==> src/rtl/rfs_pkg.sv <==
package rfs_pkg;
  typedef struct packed {
    logic offset;
    logic unipolar;
    logic byte_rev;
    logic bit_rev;
    logic pin_ded;
  } out_cfg_t;
endpackage

==> src/rtl/rfs_format.sv <==
module rfs_format #(
  parameter int W = 24
) (
  input  logic [W-1:0]        res_i,
  input  rfs_pkg::out_cfg_t   cfg_i,
  output logic [W-1:0]        code_o
);
  // clamp first, then choose the code: both zero codes fall out naturally
  function automatic logic [W-1:0] fmt_code(logic [W-1:0] r, logic off, logic uni);
    logic [W-1:0] c;
    c = (uni && r[W-1]) ? '0 : r;
    if (off) c[W-1] = ~c[W-1];
    return c;
  endfunction

  assign code_o = fmt_code(res_i, cfg_i.offset, cfg_i.unipolar);
endmodule

==> src/rtl/rfs_byte_sel.sv <==
module rfs_byte_sel #(
  parameter int W  = 24,
  parameter int BW = 8,
  parameter int AW = 2
) (
  input  logic [W-1:0]  word_i,
  input  logic [AW-1:0] addr_i,
  output logic [BW-1:0] byte_o
);
  localparam int NBYTES = W / BW;
  localparam int NSLOT  = 1 << AW;

  logic [BW-1:0] slot [NSLOT];

  for (genvar i = 0; i < NSLOT; i++) begin : g_slot
    if (i < NBYTES) begin : g_data
      assign slot[i] = word_i[W-1-i*BW -: BW];
    end else begin : g_empty
      assign slot[i] = '0;
    end
  end

  assign byte_o = slot[addr_i];
endmodule

==> src/rtl/rfs_shifter.sv <==
module rfs_shifter #(
  parameter int W  = 24,
  parameter int BW = 8,
  parameter int AW = 2
) (
  input  logic                    clk,
  input  logic                    rst_n,
  input  logic                    load_i,
  input  logic                    sclk_en_i,
  input  logic [W-1:0]            code_i,
  input  rfs_pkg::out_cfg_t       cfg_i,
  input  logic [AW-1:0]           start_addr_i,
  input  logic [AW-1:0]           nbytes_m1_i,
  output logic                    busy_o,
  output logic [W-1:0]            hold_o,
  output rfs_pkg::out_cfg_t       cfg_o,
  output logic [AW-1:0]           addr_o,
  output logic [$clog2(BW)-1:0]   bitcnt_o
);
  localparam int BIT_W = $clog2(BW);
  localparam logic [BIT_W-1:0] LAST_BIT = BIT_W'(BW - 1);

  logic                busy_q;
  logic [W-1:0]        hold_q;
  rfs_pkg::out_cfg_t   cfg_q;
  logic [AW-1:0]       addr_q;
  logic [AW-1:0]       left_q;
  logic [BIT_W-1:0]    bitcnt_q;

  // named events for assertions
  logic start_ev, step_ev, byte_end_ev, last_ev;
  assign start_ev    = load_i & ~busy_q;
  assign step_ev     = busy_q & sclk_en_i;
  assign byte_end_ev = step_ev && (bitcnt_q == LAST_BIT);
  assign last_ev     = byte_end_ev && (left_q == '0);

  always_ff @(posedge clk or negedge rst_n) begin
    if (!rst_n) begin
      busy_q   <= 1'b0;
      hold_q   <= '0;
      cfg_q    <= '0;
      addr_q   <= '0;
      left_q   <= '0;
      bitcnt_q <= '0;
    end else if (start_ev) begin
      busy_q   <= 1'b1;
      hold_q   <= code_i;
      cfg_q    <= cfg_i;
      addr_q   <= start_addr_i;
      left_q   <= nbytes_m1_i;
      bitcnt_q <= '0;
    end else if (step_ev) begin
      if (bitcnt_q == LAST_BIT) begin
        bitcnt_q <= '0;
        if (left_q == '0) begin
          busy_q <= 1'b0;
        end else begin
          left_q <= left_q - 1'b1;
          addr_q <= cfg_q.byte_rev ? addr_q - 1'b1 : addr_q + 1'b1;
        end
      end else begin
        bitcnt_q <= bitcnt_q + 1'b1;
      end
    end
  end

  assign busy_o   = busy_q;
  assign hold_o   = hold_q;
  assign cfg_o    = cfg_q;
  assign addr_o   = addr_q;
  assign bitcnt_o = bitcnt_q;

  // captured data survives the whole transfer
  p_hold_stable_r10: assert property (@(posedge clk) disable iff (!rst_n)
    (busy_q && !last_ev) |=> ($stable(hold_q) && $stable(cfg_q)));
  // busy ends right after the final bit
  p_busy_end_r10: assert property (@(posedge clk) disable iff (!rst_n)
    last_ev |=> !busy_q);
  // no progress without the shift enable
  p_no_step_r9: assert property (@(posedge clk) disable iff (!rst_n)
    (busy_q && !sclk_en_i) |=> ($stable(bitcnt_q) && $stable(addr_q)));
  // ascending address walk
  p_addr_up_r5: assert property (@(posedge clk) disable iff (!rst_n)
    (byte_end_ev && !last_ev && !cfg_q.byte_rev) |=> (addr_q == AW'($past(addr_q) + 1'b1)));
  // descending address walk
  p_addr_down_r6: assert property (@(posedge clk) disable iff (!rst_n)
    (byte_end_ev && !last_ev && cfg_q.byte_rev) |=> (addr_q == AW'($past(addr_q) - 1'b1)));
endmodule

==> src/rtl/rfs_serializer.sv <==
module rfs_serializer #(
  parameter int W  = 24,
  parameter int BW = 8,
  parameter int AW = 2
) (
  input  logic          clk,
  input  logic          rst_n,
  input  logic [W-1:0]  res_i,
  input  logic          load_i,
  input  logic          fmt_offset_i,
  input  logic          unipolar_i,
  input  logic          byte_rev_i,
  input  logic          bit_rev_i,
  input  logic          pin_ded_i,
  input  logic [AW-1:0] start_addr_i,
  input  logic [AW-1:0] nbytes_m1_i,
  input  logic          sclk_en_i,
  output logic          sdo_o,
  output logic          oe_shared_o,
  output logic          oe_ded_o,
  output logic          busy_o
);
  localparam int BIT_W = $clog2(BW);

  rfs_pkg::out_cfg_t cfg_in, cfg_q;
  logic [W-1:0]      fmt_code, hold;
  logic [AW-1:0]     addr;
  logic [BIT_W-1:0]  bitcnt;
  logic [BW-1:0]     cur_byte;
  logic [BIT_W-1:0]  bit_idx;
  logic              busy;

  assign cfg_in = '{offset: fmt_offset_i, unipolar: unipolar_i,
                    byte_rev: byte_rev_i, bit_rev: bit_rev_i, pin_ded: pin_ded_i};

  rfs_format #(.W(W)) u_fmt (
    .res_i(res_i), .cfg_i(cfg_in), .code_o(fmt_code)
  );

  rfs_shifter #(.W(W), .BW(BW), .AW(AW)) u_shift (
    .clk(clk), .rst_n(rst_n), .load_i(load_i), .sclk_en_i(sclk_en_i),
    .code_i(fmt_code), .cfg_i(cfg_in), .start_addr_i(start_addr_i),
    .nbytes_m1_i(nbytes_m1_i), .busy_o(busy), .hold_o(hold), .cfg_o(cfg_q),
    .addr_o(addr), .bitcnt_o(bitcnt)
  );

  rfs_byte_sel #(.W(W), .BW(BW), .AW(AW)) u_sel (
    .word_i(hold), .addr_i(addr), .byte_o(cur_byte)
  );

  assign bit_idx     = cfg_q.bit_rev ? bitcnt : BIT_W'(BW - 1) - bitcnt;
  assign sdo_o       = busy & cur_byte[bit_idx];
  assign oe_shared_o = busy & ~cfg_q.pin_ded;
  assign oe_ded_o    = busy &  cfg_q.pin_ded;
  assign busy_o      = busy;

  // never both pins driven
  p_oe_onehot_r8: assert property (@(posedge clk) disable iff (!rst_n)
    $onehot0({oe_shared_o, oe_ded_o}));
  // enables only during a transfer
  p_oe_busy_r8: assert property (@(posedge clk) disable iff (!rst_n)
    (oe_shared_o || oe_ded_o) |-> busy_o);
  // dedicated pin stays quiet when the shared pin is chosen
  p_ded_quiet_r8: assert property (@(posedge clk) disable iff (!rst_n)
    !cfg_q.pin_ded |-> !oe_ded_o);
  // clamped code never reads as negative in its format
  p_clamp_r3: assert property (@(posedge clk) disable iff (!rst_n)
    unipolar_i |-> (fmt_code[W-1] == fmt_offset_i));
  // output bit holds while the enable is low
  p_sdo_hold_r9: assert property (@(posedge clk) disable iff (!rst_n)
    (busy_o && !sclk_en_i) |=> $stable(sdo_o));
endmodule

==> config.mk <==
export PLATFORM = sky130hd
export DESIGN_NAME = rfs_serializer
export DESIGN_NICKNAME = d
export VERILOG_FILES = /design/src/rtl/rfs_pkg.sv /design/src/rtl/rfs_format.sv /design/src/rtl/rfs_byte_sel.sv /design/src/rtl/rfs_shifter.sv /design/src/rtl/rfs_serializer.sv
export SDC_FILE = /design/constraint.sdc
export NUM_CORES = 1
export LEC_CHECK = 0
export BUFFER_PORTS_ARGS = -buffer_cell sky130_fd_sc_hd__clkbuf_2
export CELL_PAD_IN_SITES_DETAIL_PLACEMENT = 1
export CELL_PAD_IN_SITES_GLOBAL_PLACEMENT = 2
export CORE_ASPECT_RATIO = 1.2
export CORE_UTILIZATION = 34
export DETAILED_ROUTE_END_ITERATION = 16
export PLACE_DENSITY = 0.83
export SYNTH_ARGS = -nofsm -noshare
export SYNTH_HDL_FRONTEND = slang
export SYNTH_SLANG_ARGS = --single-unit
==> constraint.sdc <==
create_clock -name clk -period 2.3 [get_ports clk]
set_input_delay 0.23 -clock clk [delete_from_list [all_inputs] [get_ports clk]]
set_output_delay 0.23 -clock clk [all_outputs]
set_load 0.02 [all_outputs]
==> results.txt <==
- Total congestion overflow after global routing: 0
* Gate count of the mapped netlist: 143
* Maximum number of pins on one net before global-route repair: 36
* Kind of critical path: reg -> out
- Hold Violations, Final: 0
- RSZ-0062 raised after global routing: yes
- Total of flip-flops plus latches after synthesis: 35
- Smallest setup slack after layout: 0.1011 ns
* Mean post-synth cell area: 11.92 µm²
- Number of antenna violations at the first check in global routing: 0
- Remaining design rule violation count: 0
* Library cell occupying the most area in the post-synthesis netlist: sky130_fd_sc_hd__dfrtp_1
- Vias per cell: 5.365
- Top Ports: 41
- Horizontal extent of the die: 66.63 µm
- The number of slew-limit violations in the final report was 0.
* Worst-case clock buffer depth: 2
- Area share of the largest cell type after synthesis: 0.5140
- Reg-to-reg startpoint: u_shift.bitcnt_o[1]
* HPWL reported at the end of detailed placement: 2962 µm
- Number of clock sinks seen by CTS: 35
* Synth warn: 0
- Htree depth: 2
- For this run, the post-layout net count is 227.
- Clock slew seen by the registers of the worst setup and hold paths: 0.07 ns
- Of the cells placed in the final design, the portion with a size suffix greater than 1 is 0.3387.
- Cts bufs inserted: 5
- Post-synthesis instance area: 1704 µm²
- Post-route antenna net violation count: 0
* Count of buffers inserted at the top-level ports: 40
- TritonCTS clock tree: built
- Y dimension of the die: 79.56 µm
* Number of nets produced by synthesis: 183
- Data arrives at the worst endpoint at 1.97 ns.
* Setup Skew: 0.002449 ns
- The smallest clock period supported by the final layout is computed as 2.199 ns.
* Number of global-route vias before repair: 1400
- Area added between synthesis and finish: 21.73%
- Synth cell types: 34
* Routed wirelength normalized by instance count: 16.73 µm
- The flow ran to the end, and the final reports show no timing, DRC or antenna violations.
- Total via count after detailed routing: 1309
- Maximum operating frequency: 0.4548 GHz
- CP Data Required Time: 2.07 ns
- In this run the worst hold path is classified as in -> async.
- The worst setup path is launched from a flip-flop.
- Root cell of the clock tree: sky130_fd_sc_hd__clkbuf_8
* Static Leakage: 0.0009986 µW
- Wire length of the first global-routing pass: 6637 µm
- ANT cells: 0
* Final setup violation count: 0
- Power density over the cells: 1325 nW/µm²
- DRT Pass-1 Iters: 4
- Worst slack at placement: 0.1564 ns
* Die area: 5301 µm²
- Share of synthesized area occupied by flip-flops and latches: 0.5140
- Fill cells in the final layout number 520.
- Critical path launch point: u_shift.bitcnt_o[0]
* Placer Congestion: 0.7522
- Worst-Margin Slew: 0.8747 ns
* Peak ir drop on the vdd network: 0.4843 mV
- Total Wirelength: 4082 µm
* Top cells by area in the synthesized netlist: sky130_fd_sc_hd__dfrtp_1 51%, sky130_fd_sc_hd__a22o_1 12%, sky130_fd_sc_hd__mux2i_1 4.1%
- Core box area: 4696 µm²
* GRT Overall Usage: 0.1699
- CP endpoint kind: output port
- The tool flagged a number of max-cap violations equal to 0.
- 1st-iter DRT viols: 37
* Clock insertion delay at the later pin of the skew report: 0.28 ns
- In the finished design, the share of the clock period the worst path needs comes to 0.9560.
- The floorplan has 27 rows.
- In the final timing run, aggregate negative setup slack is 0 ns.
- Of all nets on the critical path, the largest fanout is 5.
* Initial core utilization: 0.3629
- Headroom to the max-slew limit: 0.4169
Yosys cell counts (all sizes together):
cell and n:
dfrtp 35, a22o 23, nor2 12, clkbuf 7, mux2i 7, a21oi 6, inv 6, xnor2 6
nand2 5, o21ai 4, ha 3, mux2 3, mux4 3, a221oi 2, a2bb2oi 2, buf 2
nand3 2, or3 2, xor2 2, a211oi 1, a311oi 1, a41oi 1, and2 1, nand2b 1
nand3b 1, nand4b 1, nor2b 1, o221ai 1, o31ai 1, or3b 1
timing repair:
item / 4_1_cts / 5_1_grt
gates resized for setup: 1 / 6
pin swaps: 1 / 2
setup buffers: 2 / 0
hold buffers: 0 / 0
setup endpoints to repair: 1 / 1
hold endpoints to repair: 0 / 0
stage by stage:
stage | instance area (µm²) | std cells | total power [µW] | utilization | hold slack [ns]
finish | 2074 | 244 | 2750 | 0.4418 | 0.05851
floorplan | 1704 | 143 | 1922 | - | -0.06559
global placement | 1964 | 236 | 2166 | 0.4183 | 0.3653
global route | 2074 | 244 | 2946 | 0.4418 | 0.1145
CTS | 2053 | 244 | 2699 | 0.4373 | 0.08448
detailed placement | 1964 | 236 | 2231 | 0.4183 | 0.3940
cells by family (layout without fill, tap and decap cells):
group,after synthesis,count (layout),share of synthesized area
AO/OA/AOI/OAI,42,42,0.1924
flip-flops,35,35,0.5140
AND/OR/NAND/NOR,27,27,0.07637
buffers and inverters,15,58,0.03817
multiplexers,13,13,0.1050
XOR/XNOR,8,8,0.05213
adder cells (fa/ha/maj),3,3,0.02203
state kept, by name, indices dropped and copies added, names as in the netlist:
register          flops
u_shift.hold_o       24
u_shift.bitcnt_o      3
u_shift.cfg_o         3
u_shift.addr_o        2
u_shift.left_q        2
u_shift.busy_o        1
path summary, 6_finish.rpt:
check                                           to  slack (ns)  cells after the start
worst max-delay path                         sdo_o        0.10                      6
worst min-delay path             u_shift.hold_o[1]        0.06                      1
worst max register to register   u_shift.addr_o[1]        0.52                      6
worst min register to register  u_shift.hold_o[15]        0.51                      1
max in group asynchronous        u_shift.addr_o[0]        1.64                      1
min in group clk                u_shift.hold_o[13]        0.16                      2
cell usage in the layout (no fill, tap or decap), types with 2 or more instances in the layout:
cell type and count:
sky130_fd_sc_hd__dfrtp_2 2, sky130_fd_sc_hd__or3_1 2, sky130_fd_sc_hd__a221oi_2 2, sky130_fd_sc_hd__nand3_1 2
sky130_fd_sc_hd__ha_1 3, sky130_fd_sc_hd__mux2_2 3, sky130_fd_sc_hd__inv_1 5, sky130_fd_sc_hd__dfrtp_1 33
sky130_fd_sc_hd__clkbuf_2 39, sky130_fd_sc_hd__nor2_1 12, sky130_fd_sc_hd__a2bb2oi_1 2, sky130_fd_sc_hd__mux2i_1 7
sky130_fd_sc_hd__a22o_1 23, sky130_fd_sc_hd__nand2_1 5, sky130_fd_sc_hd__buf_4 7, sky130_fd_sc_hd__o21ai_0 4
sky130_fd_sc_hd__xnor2_1 6, sky130_fd_sc_hd__mux4_1 2, sky130_fd_sc_hd__a21oi_1 6, sky130_fd_sc_hd__clkbuf_8 5
metal layers:
metal | part of all wire | up-vias | track usage
met1 | 0.43 | 665 | 0.2057
met4 | 0.012 | 0 | 0.06809
met5 | 0 | - | 0
met3 | 0.026 | 6 | 0.04429
li1 | - | 618 | -
met2 | 0.53 | 20 | 0.2828
power breakdown:
part | switching (µW) | internal, µW
Combinational | 541 | 688
Sequential | 243 | 874
Clock | 201 | 202
layout make-up:
class | instances | area (µm²) | share of cell area
clock buffers | 6 | 72.57 | 0.03498
multi-input cells | 93 | 780.7 | 0.3764
inverters | 6 | 22.52 | 0.01086
flip-flops and latches | 35 | 878.3 | 0.4234
repair buffers | 46 | 247.7 | 0.1194
well taps | 58 | 72.57 | 0.03498
worst max-delay path: stages, from the launching register on:
cell                       delay, ns
sky130_fd_sc_hd__dfrtp_2        0.46
sky130_fd_sc_hd__xor2_4         0.25
sky130_fd_sc_hd__buf_4          0.19
sky130_fd_sc_hd__mux4_1         0.31
sky130_fd_sc_hd__a221oi_2       0.26
sky130_fd_sc_hd__a211oi_2       0.06
sky130_fd_sc_hd__buf_4          0.16
Note: power is estimated with default switching activity, not from simulation.
